File: src/rtl/irq_steer_pkg.sv
package irq_steer_pkg;
   typedef enum logic [1:0] {
      ROUTE_NONE = 2'd0,
      ROUTE_INT0 = 2'd1,
      ROUTE_INT1 = 2'd2,
      ROUTE_EXT  = 2'd3
   } route_e;
endpackage

File: src/rtl/irq_steer_regfile.sv
module irq_steer_regfile #(
   parameter int REG_W  = 8,
   parameter int LIVE_W = 7
) (
   input  logic             clk,
   input  logic             rst_n,
   input  logic             we,
   input  logic [REG_W-1:0] wdata,
   output logic [REG_W-1:0] q
);
   localparam logic [REG_W-1:0] LIVE_MASK = REG_W'((1 << LIVE_W) - 1);

   initial begin
      if (LIVE_W > REG_W) $error("live width exceeds register width");
   end

   always_ff @(posedge clk or negedge rst_n) begin
      if (!rst_n)  q <= '0;
      else if (we) q <= wdata & LIVE_MASK;
   end
endmodule

File: src/rtl/irq_steer_arb.sv
module irq_steer_arb
   import irq_steer_pkg::*;
(
   input  logic   en_int0,
   input  logic   en_int1,
   input  logic   en_ext,
   output route_e route
);
   always_comb begin
      if (en_int0)      route = ROUTE_INT0;
      else if (en_int1) route = ROUTE_INT1;
      else if (en_ext)  route = ROUTE_EXT;
      else              route = ROUTE_NONE;
   end
endmodule

File: src/rtl/irq_steer_drive.sv
module irq_steer_drive
   import irq_steer_pkg::*;
#(
   parameter int PINS        = 8,
   parameter int SEL_W       = 3,
   parameter bit EXT_ACT_LOW = 1'b0
) (
   input  logic            clk,
   input  logic            rst_n,
   input  logic            irq,
   input  route_e          route,
   input  logic [SEL_W-1:0] sel,
   output logic            int0_n,
   output logic            int1_n,
   output logic [PINS-1:0] ovr_en,
   output logic [PINS-1:0] ovr_val
);
   always_ff @(posedge clk or negedge rst_n) begin
      if (!rst_n) begin
         int0_n <= 1'b1;
         int1_n <= 1'b1;
      end else begin
         int0_n <= !(irq && route == ROUTE_INT0);
         int1_n <= !(irq && route == ROUTE_INT1);
      end
   end

   for (genvar i = 0; i < PINS; i++) begin : g_pin
      logic hit;
      assign hit = (route == ROUTE_EXT) && (sel == SEL_W'(i));

      always_ff @(posedge clk or negedge rst_n) begin
         if (!rst_n) ovr_en[i] <= 1'b0;
         else        ovr_en[i] <= hit;
      end

      if (EXT_ACT_LOW) begin : g_low
         always_ff @(posedge clk or negedge rst_n) begin
            if (!rst_n) ovr_val[i] <= 1'b1;
            else        ovr_val[i] <= !(hit && irq);
         end
      end else begin : g_high
         always_ff @(posedge clk or negedge rst_n) begin
            if (!rst_n) ovr_val[i] <= 1'b0;
            else        ovr_val[i] <= hit && irq;
         end
      end
   end
endmodule

File: src/rtl/irq_steer_reg.sv
module irq_steer_reg
   import irq_steer_pkg::*;
#(
   parameter int PORT_PINS   = 8,
   parameter int REG_W       = 8,
   parameter bit EXT_ACT_LOW = 1'b0
) (
   input  logic                 clk,
   input  logic                 rst_n,
   input  logic                 reg_we,
   input  logic [REG_W-1:0]     reg_wdata,
   output logic [REG_W-1:0]     reg_rdata,
   input  logic                 core_irq,
   input  logic                 slow_arb_on,
   output logic                 mcu_int0_n,
   output logic                 mcu_int1_n,
   output logic [PORT_PINS-1:0] port_ovr_en,
   output logic [PORT_PINS-1:0] port_ovr_val,
   output logic                 rate_double,
   output logic                 rate_unsafe
);
   localparam int SEL_W    = (PORT_PINS > 1) ? $clog2(PORT_PINS) : 1;
   localparam int B_INT0   = 0;
   localparam int B_INT1   = 1;
   localparam int B_EXT    = 2;
   localparam int B_SEL_LO = 3;
   localparam int B_RATE   = B_SEL_LO + SEL_W;
   localparam int LIVE_W   = B_RATE + 1;

   initial begin
      if (PORT_PINS != (1 << SEL_W)) $error("PORT_PINS must be a power of two");
      if (REG_W < LIVE_W)            $error("REG_W too narrow for the field layout");
   end

   logic [REG_W-1:0] cfg_q;
   route_e           route;

   irq_steer_regfile #(.REG_W(REG_W), .LIVE_W(LIVE_W)) u_regs (
      .clk(clk), .rst_n(rst_n), .we(reg_we), .wdata(reg_wdata), .q(cfg_q)
   );

   irq_steer_arb u_arb (
      .en_int0(cfg_q[B_INT0]), .en_int1(cfg_q[B_INT1]), .en_ext(cfg_q[B_EXT]),
      .route(route)
   );

   irq_steer_drive #(.PINS(PORT_PINS), .SEL_W(SEL_W), .EXT_ACT_LOW(EXT_ACT_LOW)) u_drive (
      .clk(clk), .rst_n(rst_n), .irq(core_irq), .route(route),
      .sel(cfg_q[B_SEL_LO +: SEL_W]),
      .int0_n(mcu_int0_n), .int1_n(mcu_int1_n),
      .ovr_en(port_ovr_en), .ovr_val(port_ovr_val)
   );

   assign reg_rdata   = cfg_q;
   assign rate_double = cfg_q[B_RATE];
   assign rate_unsafe = cfg_q[B_RATE] & ~slow_arb_on;
endmodule

File: config.mk
export PLATFORM = sky130hd
export DESIGN_NAME = irq_steer_reg
export DESIGN_NICKNAME = d
export VERILOG_FILES = /design/src/rtl/irq_steer_pkg.sv /design/src/rtl/irq_steer_regfile.sv /design/src/rtl/irq_steer_arb.sv /design/src/rtl/irq_steer_drive.sv /design/src/rtl/irq_steer_reg.sv
export SDC_FILE = /design/constraint.sdc
export NUM_CORES = 1
export LEC_CHECK = 0
export BUFFER_PORTS_ARGS = -buffer_cell sky130_fd_sc_hd__buf_2
export CORE_MARGIN = 4
export CORE_UTILIZATION = 49
export CTS_CLUSTER_DIAMETER = 60
export CTS_CLUSTER_SIZE = 24
export DETAILED_ROUTE_END_ITERATION = 6
export GPL_ROUTABILITY_DRIVEN = 1
export PLACE_DENSITY = 0.85
export SLEW_MARGIN = 25
export SYNTH_ARGS = -nofsm -noshare
export SYNTH_HDL_FRONTEND = slang
export SYNTH_SLANG_ARGS = --single-unit
File: constraint.sdc
create_clock -name clk -period 2.2 [get_ports clk]
set_clock_uncertainty 0.2 [all_clocks]
set_input_delay 0.33 -clock clk [delete_from_list [all_inputs] [get_ports clk]]
set_output_delay 0.33 -clock clk [all_outputs]
set_load 0.02 [all_outputs]
# Yosys cells after proc, flatten, opt, wreduce, memory -nomap -nowiden
# Index checks and enable logic that the tools add are counted.
# word_totals
ff_bits,25
latchBits,0
mem_bits_rw,0
mem_bits_ro,0
inputBits,13
out_inout_bits,28
mem_count,0
# op_classes
addsub,0
mul,0
div,0
order_cmp,0
n_eq_ne,10
n_shift,0
mux,3
bitwise,2
n_reduce_logical,21
# ops
op,count
$logic_and A1 B1 Y1,18
$eq A3 B3 Y1 const B,4
$eq A3 B2 Y1 const B,2
$mux W2,3
$eq A2 B2 Y1 const B,2
$eq A3 B1 Y1 const B,1
$logic_not A3 Y1,1
$eq A2 B1 Y1 const B,1
$logic_not A1 Y1,2
$and A1 B1 Y1,1
$not A1 Y1,1

# Logic depth before layout (Yosys ltp)
# Gate-level depths: netlist of run 1.
# depth
ltp_word,6
mapped_depth,3
ltp_nobuf,2

# Modules after synthesis
# A second synthesis of run 1 with hierarchy kept.
# hier_totals
cells_unflattened,70
hier_area_um2,991.0
# modules_own_cells
module,instances,cells_per_inst,area_per_inst_um2,seq_area_each_um2
irq_steer_drive,1,47,648.1,452.9
irq_steer_regfile,1,17,302.8,175.2
irq_steer_reg,1,2,21.3,0.0
irq_steer_arb,1,4,18.8,0.0

# Least setup slack after synthesis of run 1
# OpenSTA, ideal clock, no wires.
# synth_path
kind,reg-to-reg
startpoint,reg u_regs.q[5]
endpoint,reg u_drive.ovr_en[1]
setup_ps,94
t_arrival_ps,1190
t_required_ps,1906
setup_slack_ps,716
stages_incl_launch_ff,4
synth_period_minus_slack_ps,1484
path_cell_list,dfrtp_1 or3b_1 buf_4 nor4b_4
# synth_via
elab_chain_cells,2
# synth_rtl
element,line_no,text
start: declaration,irq_steer_regfile.sv:9,output logic [REG_W-1:0] q
start signal: assignment,irq_steer_regfile.sv:19,else if (we) q <= wdata & LIVE_MASK;
$eq A3 B1 Y1,irq_steer_drive.sv:30,assign hit = (route == ROUTE_EXT) && (sel == SEL_W'(i));
$logic_and A1 B1 Y1,irq_steer_drive.sv:30,
named net u_drive.g_pin[1].hit,irq_steer_drive.sv:29,logic hit;
end signal: indexed assignment,irq_steer_drive.sv:34,else ovr_en[i] <= hit;
end: declaration,irq_steer_drive.sv:15,"output logic [PINS-1:0] ovr_en,"
# The timed path passes the listed nets, and every way through them passes these cells.
# A chain may end at the register's enable or synchronous reset.

# Final worst setup path of run 1
# layout_path
startpoint,reg u_regs.q[4]
endpoint,out reg_rdata[4]
# layout_lines
element,line_no,text
end: declaration,irq_steer_reg.sv:12,"output logic [REG_W-1:0] reg_rdata,"
# No word-level cell between the ends.

==> impl_metrics.tcl, run 1 <==
set metrics [dict create \
    clock-sinks 25 \
    finalCritPeriodShare_pct 80.5 \
    syn_area_sq_um 983 \
    synth_top_area_cell "dfrtp_1" \
    power.internal_uw 599 \
    swShare_pct 27.6 \
    stdcell_count 130 \
    postPlaceCellArea_sq_um 1150 \
    drc 0 \
    cts_resized 0 \
    clockBufferDepth 2 \
    final_max_slew_viol_count 0 \
    ys_seq_area_share_pct 63.9 \
    final_common_cell "buf_2" \
    finalWirelength_microns 1660 \
    ios 41 \
    design.core.area_sq_um 1820 \
    yosys_warnings 0 \
    num_vias 600 \
    grt_pass1_wl_microns 2470 \
    rows 15 \
    rsz0062_at_grt "no" \
    drtIter0Drc 14 \
    critical_path_buf_inv_count 1 \
    postCtsSetupBuffers 0 \
    final_cell_mix "buf_2 (38), dfrtp_1 (23), nor2_1 (8)" \
    vias_per_cell 4.62 \
    pwr-share-comb_pct 15.5 \
    status "completed" \
    fmax_mhz 564 \
    synthDistinctLibCells 22 \
    clk_latency_ps 310 \
    htree_levels 1 \
    wl_per_cell_microns 12.8 \
    cpMaxStageDelayCell "dfrtp_1" \
    dp.cells 125 \
    drtAntennaViolNets 0 \
    grt_use_total_pct 12.8 \
    hold_ws_ps 16.5 \
    max_cap_violations 0 \
    p_sw_uw 229 \
    wirelength_met1_microns 662 \
    wl_met3_microns 146 \
    startpoint_type "flip-flop" \
    drive_above_1_share_pct 53.3 \
    fin_nets 119 \
    grt-ovfl-total 0 \
    die_y_microns 52.8 \
    cts_tree "done" \
    ir_worst_vdd_mv 0.404 \
    hold_buffers 1 \
    dr.pass1.iters 4 \
    crit_fanout 13 \
    seq_power_share_pct 61.3 \
    portBuffers 38 \
    cp.required_ps 1670 \
    yosys_register_bits 25 \
    clk_pin_slew_ps 130 \
    gp_congestion 0.679 \
    syn_inst 71 \
    endpoint_kind "output port" \
    synth_top_area_share_pct 58.5 \
    wl_met2_microns 827 \
    numCtsBuffers 3 \
    syn_area_per_cell_sq_um 13.9 \
    place_hpwl_microns 1200 \
    highest_layer "met4" \
    syn_nets 84 \
    synthTopCellsByArea "dfrtp_1 (59%), mux2_2 (8.0%), dfstp_2 (5.3%)" \
    grt_max_degree 26 \
    max_slew_margin_pct 66.0 \
    min_period_ps 1770 \
    n_antenna_cell 0 \
    p_per_area_nw_per_um2 698 \
    stdcell_area_sq_um 1190 \
    grt_antenna_before_repair 0 \
    clockRootBuffer "clkbuf_4" \
    power_uw 828 \
    fin_setup_tns_ps 0 \
    syn2layout_area_growth_pct 20.6 \
    die-area_sq_um 2790 \
    finalHoldViolCount 0 \
    clockPowerShare_pct 23.2 \
    fill_cells 145 \
    critPathTopFamily "flip-flops" \
    die_w_microns 52.8 \
    start_util_pct 54.0 \
    hold_path.class "in -> reg" \
    path_class "reg -> out" \
    worstMarginPinSlew_ps 509 \
    worstPathCellList "buf_2" \
    grt_pass1_vias 525 \
    crit_arrival_ps 1240 \
    leakagePower_uw 0.000603 \
    report.final.setup_viol 0 \
    max_stage_delay_ps 670 \
]
cell type report:
| cell class | instances | area, sq um | area share (%) |
|---|---|---|---|
| Multi-Input combinational cell | 36 | 292 | 24.6 |
| Clock buffer | 3 | 22.5 | 1.90 |
| Clock inverter | 1 | 5.00 | 0.422 |
| Sequential cell | 25 | 628 | 53.0 |
| Timing Repair Buffer | 40 | 208 | 17.5 |
| Tap cell | 25 | 31.3 | 2.64 |
worst paths after layout:
check	start	to	slack, ps	depth (start not counted)
worst max-delay path	u_regs.q[4]$_DFFE_PN0P_	reg_rdata[4]	430	1
worst min-delay path	core_irq	u_drive.int0_n$_DFF_PN1_	20	2
worst max register to register	u_regs.q[5]$_DFFE_PN0P_	u_drive.ovr_en[1]$_DFF_PN0_	650	2
worst min register to register	u_regs.q[1]$_DFFE_PN0P_	u_drive.int1_n$_DFF_PN1_	310	1
max in group asynchronous	rst_n	u_drive.int0_n$_DFF_PN1_	1120	2
min in group asynchronous	rst_n	u_drive.ovr_en[6]$_DFF_PN0_	310	2
per-stage QoR:
step | utilization [%] | setup slack (ps)
6_report | 65.2 | 428
5_1_grt | 65.2 | 343
4_1_cts | 65.2 | 430
3_5_place_dp | 63.1 | 665
3_3_place_gp | 63.1 | 705
2_1_floorplan | - | 716
sequential cells by signal (all words and copies together), names as in the netlist:
name / flops
u_drive.int1_n: 1
u_drive.int0_n: 1
u_drive.ovr_en: 8
u_drive.ovr_val: 8
u_regs.q: 7
synthesized netlist by cell type (all sizes together):
cell    number
conb         1
nor3         2
dfstp        2
nand3b       3
nand2b       2
or4b         1
nor4         4
mux2         7
clkbuf       1
nor2b        1
dfrtp       23
nor4b        2
nor2         8
or3b         2
nand2        2
nand4b       1
buf          9
metal layers:
layer | vias up | global-route usage [%]
li1 | 301 | -
met1 | 270 | 15.4
met2 | 27 | 20.9
met3 | 2 | 2.56
met4 | 0 | 7.66
met5 | - | 0
kinds of logic (layout without fill, tap and decap cells):
family                 after synthesis  count (layout)  share of synthesized area [%]
other                                1               1                          0.381
buffers and inverters               10              44                           6.49
muxes                                7               7                           8.02
DFF                                 25              25                           63.9
and+or+nand+nor                     28              28                           21.2
power groups by stage:
stage / registers [uW] / logic (uW) / clock network, uW
after floorplan: 520 / 87.6 / 0
after global placement: 515 / 125 / 0
after detailed placement: 517 / 127 / 0
after CTS: 508 / 130 / 198
after global routing: 512 / 138 / 221
final: 508 / 128 / 192
Note: power is estimated with default switching activity, not from simulation.
==> inputs of run 2 (changes only) <==
CORE_UTILIZATION = 41   (was 49)
PLACE_DENSITY = 0.77   (was 0.85)
clock period = 1.6 ns   (was 2.2 ns; I/O delays follow)
==> impl_metrics.tcl, run 2 (synthesis gave the netlist of run 1 again) <==
set metrics [dict create \
    final_common_cell "buf_2" \
    grt_use_total_pct 13.1 \
    worstMarginPinSlew_ps 529 \
    max_cap_violations 0 \
    die_w_microns 57.0 \
    pre_cts_slack_ps 86.4 \
    status "completed" \
    path_class "reg -> out" \
    cp.required_ps 1160 \
    r2r.worst_path.cells 2 \
    drive_above_1_share_pct 51.7 \
    r2r_start "u_regs.q[5]$_DFFE_PN0P_" \
    grt_antenna_before_repair 0 \
    dp.cells 131 \
    drtIter0Drc 11 \
    postPlaceCellArea_sq_um 1170 \
    place_hpwl_microns 1440 \
    leakagePower_uw 0.000648 \
    n_antenna_cell 0 \
    gp_congestion 0.757 \
    numCtsBuffers 3 \
    drc 0 \
    die-area_sq_um 3250 \
    wl_per_cell_microns 13.5 \
    die_y_microns 57.0 \
    clockBufferDepth 2 \
    endpoint_kind "output port" \
    hold_path.class "in -> reg" \
    grt-ovfl-total 0 \
    clk_latency_ps 300 \
    postCtsSetupBuffers 0 \
    design.core.area_sq_um 2250 \
    ir_worst_vdd_mv 0.477 \
    p_per_area_nw_per_um2 906 \
    r2r_end "u_drive.ovr_en[1]$_DFF_PN0_" \
    final_max_slew_viol_count 0 \
    syn2layout_area_growth_pct 32.1 \
    reg.largest.list "u_drive.ovr_en (8), u_drive.ovr_val (8), u_regs.q (7)" \
    grtUsageMet3_pct 2.94 \
    fin_setup_tns_ps 0 \
    r2r_slack_ps 190 \
    cts_tree "done" \
    portBuffers 38 \
    rows 17 \
    clockRootBuffer "clkbuf_4" \
    setup_slack_ps 74.4 \
    startpoint_type "flip-flop" \
    num_vias 679 \
    stdcell_count 144 \
    clock-sinks 25 \
    max_slew_margin_pct 64.7 \
    finalCritPeriodShare_pct 95.3 \
    final_cell_mix "buf_2 (38), dfrtp_1 (22), dlygate4sd3_1 (9)" \
    stdcell_area_sq_um 1300 \
    clk_pin_slew_ps 120 \
    grt.met1_usage_pct 16.3 \
    fill_cells 213 \
    grt_max_degree 26 \
    report.final.setup_viol 0 \
    grt_pass1_vias 708 \
    crit_arrival_ps 1090 \
    min_to "u_regs.q[0]$_DFFE_PN0P_" \
    grt.busiest_layer "met2" \
    fin_nets 130 \
    fmax_mhz 655 \
    grt_pass1_wl_microns 3340 \
    dr.pass1.iters 4 \
    finalWirelength_microns 1950 \
    drtAntennaViolNets 0 \
    htree_levels 1 \
    finalHoldViolCount 0 \
    vias_per_cell 4.72 \
    crit_fanout 7 \
    grt_use_met2_pct 22.3 \
    hp-start "reg_we" \
    hold_depth 2 \
    start_util_pct 43.6 \
    ios 41 \
    min_period_ps 1530 \
    rsz0062_at_grt "no" \
]
run 2: cell count changes in the layout (fill, tap and decap cells not counted), sizes merged:
| cell | before | now |
|---|---|---|
| clkbuf | 3 | 4 |
| dlygate4sd3 | 1 | 9 |
| clkinv | 1 | 0 |
| buf | 39 | 42 |
run 2: layer usage:
layer / part of all wire [%] / up-vias
met4: 1.1 / 0
met2: 50 / 29
met5: 0 / -
li1: - / 327
met3: 7.6 / 2
met1: 41 / 321
run 2: how the worst max path moves through the flow:
stage,start,end,slack [ps],cells past startpoint
6_report,u_regs.q[3]$_DFFE_PN0P_,reg_rdata[3],70,2
5_1_grt,u_regs.q[0]$_DFFE_PN0P_,reg_rdata[0],5,2
3_5_place_dp,u_regs.q[5]$_DFFE_PN0P_,u_drive.ovr_val[1]$_DFF_PN0_,90,2
3_3_place_gp,u_regs.q[5]$_DFFE_PN0P_,u_drive.ovr_en[1]$_DFF_PN0_,110,2
4_1_cts,u_regs.q[0]$_DFFE_PN0P_,reg_rdata[0],30,2
2_1_floorplan,u_regs.q[5]$_DFFE_PN0P_,u_drive.ovr_en[1]$_DFF_PN0_,120,3
run 2: cell type report:
cell class                      count  area [sq um]  share of cell area, %
Tap cell                           28          35.0                   2.70
Multi-Input combinational cell     36           294                   22.6
Timing Repair Buffer               51           314                   24.2
Sequential cell                    25           629                   48.5
Clock buffer                        4          26.3                   2.02
run 2: timing repair:
item,CTS,global route
setup endpoints to repair,0,3
resized for setup,0,3
hold buffers,9,0
hold endpoints to repair,32,0
run 2: through the flow:
step	util, %	power, uW	hold slack (ps)
after floorplan	-	835	-256
after global placement	52.1	894	39.3
after detailed placement	52.1	901	55.9
after CTS	57.3	1180	97.8
after global routing	57.6	1240	86.9
final	57.6	1180	100
run 2: power by group:
group	internal [uW]	leakage (uW)	switching (uW)	total, uW
combinational	95.2	0.000309	128	223
clock	97.0	0.0000150	171	268
sequential	662	0.000325	23.0	685
total	854	0.000648	322	1180
run 2: worst max-delay path, cell delays in order (launching register included):
cell     delay, ps
dfrtp_2        460
buf_4          170
buf_2          160
==> inputs of run 3 (changes only) <==
PLACE_DENSITY = 0.71   (was 0.77)
==> impl_metrics.tcl, run 3 (synthesis gave the netlist of run 1 again) <==
set metrics [dict create \
    worstMarginPinSlew_ps 530 \
    clockBufferDepth 2 \
    hold_path.class "in -> reg" \
    multi_input_area_sq_um 294 \
    portBuffers 38 \
    clk_latency_ps 310 \
    dr.pass1.iters 2 \
    die-area_sq_um 3250 \
    dp.cells 133 \
    die_y_microns 57.0 \
    syn2layout_area_growth_pct 33.1 \
    numCtsBuffers 3 \
    finalHoldViolCount 0 \
    rsz0062_at_grt "no" \
    crit_fanout 9 \
    leakagePower_uw 0.000658 \
    grt_max_degree 26 \
    fin_setup_tns_ps 0 \
    stdcell_count 146 \
    final_common_cell "buf_2" \
    grt_antenna_before_repair 0 \
    grt-ovfl-total 0 \
    fmax_mhz 671 \
    start_util_pct 43.6 \
    gp_congestion 0.670 \
    worstPathCellList "buf_2" \
    status "completed" \
    fill_cells 205 \
    rows 17 \
    cpMaxStageDelayCell "dfrtp_1" \
    stdcell_area_sq_um 1310 \
    seq_area_sq_um 628 \
    reg.largest.list "u_drive.ovr_en (8), u_drive.ovr_val (8), u_regs.q (7)" \
    crit_arrival_ps 1050 \
    grt_use_total_pct 13.5 \
    critical_path_buf_inv_count 1 \
    startpoint_type "flip-flop" \
    num_vias 700 \
    clockRootBuffer "clkbuf_4" \
    design.core.area_sq_um 2250 \
    grt_pass1_vias 699 \
    drtAntennaViolNets 0 \
    vias_per_cell 4.79 \
    htree_levels 1 \
    drtIter0Drc 9 \
    max_cap_violations 0 \
    finalCritPeriodShare_pct 93.2 \
    n_antenna_cell 0 \
    drc 0 \
    power_uw 1190 \
    postCtsSetupBuffers 0 \
    fin_nets 132 \
    cts_tree "done" \
    report.final.setup_viol 0 \
    clk_pin_slew_ps 130 \
    max_stage_delay_ps 520 \
    critPathTopFamily "flip-flops" \
    ios 41 \
    endpoint_kind "output port" \
    p_per_area_nw_per_um2 906 \
    final_max_slew_viol_count 0 \
    postPlaceCellArea_sq_um 1190 \
    max_slew_margin_pct 64.7 \
    grt_pass1_wl_microns 3330 \
    ir_worst_vdd_mv 0.512 \
    drive_above_1_share_pct 51.7 \
    min_period_ps 1490 \
    place_hpwl_microns 1380 \
    path_class "reg -> out" \
    final_cell_mix "buf_2 (38), dfrtp_1 (23), dlygate4sd3_1 (9)" \
    die_w_microns 57.0 \
    finalWirelength_microns 2000 \
    cp.required_ps 1160 \
    clock-sinks 25 \
    wl_per_cell_microns 13.7 \
]
-- run 3: cell types whose count changed in the layout (fill, tap and decap cells not counted), sizes merged --
cell	before	now
buf	42	44
-- run 3: metrics by stage --
step | setup slack [ps] | hold slack (ps) | utilization [%]
2_1_floorplan | 116 | -256 | -
3_3_place_gp | 96.2 | 40.8 | 52.8
3_5_place_dp | 69.9 | 52.8 | 52.8
4_1_cts | 51.8 | 90.2 | 57.9
5_1_grt | 52.6 | 77.3 | 58.0
6_report | 109 | 98.9 | 58.0
-- run 3: path summary, 6_finish.rpt --
kind,from,end,slack [ps],cells after the start
worst max-delay path,u_regs.q[4]$_DFFE_PN0P_,reg_rdata[4],110,1
worst min-delay path,reg_we,u_regs.q[3]$_DFFE_PN0P_,100,2
worst max register to register,u_regs.q[5]$_DFFE_PN0P_,u_drive.ovr_en[1]$_DFF_PN0_,180,2
worst min register to register,u_regs.q[3]$_DFFE_PN0P_,u_drive.ovr_val[0]$_DFF_PN0_,360,2
max in group asynchronous,rst_n,u_drive.int0_n$_DFF_PN1_,600,2
min in group asynchronous,rst_n,u_drive.ovr_val[3]$_DFF_PN0_,230,2
-- run 3: final cells by class --
cell class,count,share of cell area [%]
well taps,28,2.68
clock buffers,4,2.01
flip-flops and latches,25,48.0
multi-input cells,36,22.5
repair buffers,53,24.9
-- run 3: power breakdown --
group / switching [uW] / internal, uW / total (uW)
Sequential: 19.7 / 661 / 681
Combinational: 132 / 99.9 / 232
Clock: 176 / 97.2 / 273
Total: 328 / 858 / 1190
-- run 3: repair_timing --
action,CTS,global route
hold buffers,9,0
hold endpoints to repair,32,0
resized for setup,0,1
endpoints found under the setup margin,0,2
-- run 3: routing by layer --
metal	up-vias	track usage (%)	part of all wire, %
li1	326	-	-
met1	350	16.0	40
met2	22	22.5	53
met3	2	2.71	5.9
met4	0	7.95	1.3
met5	-	0	0
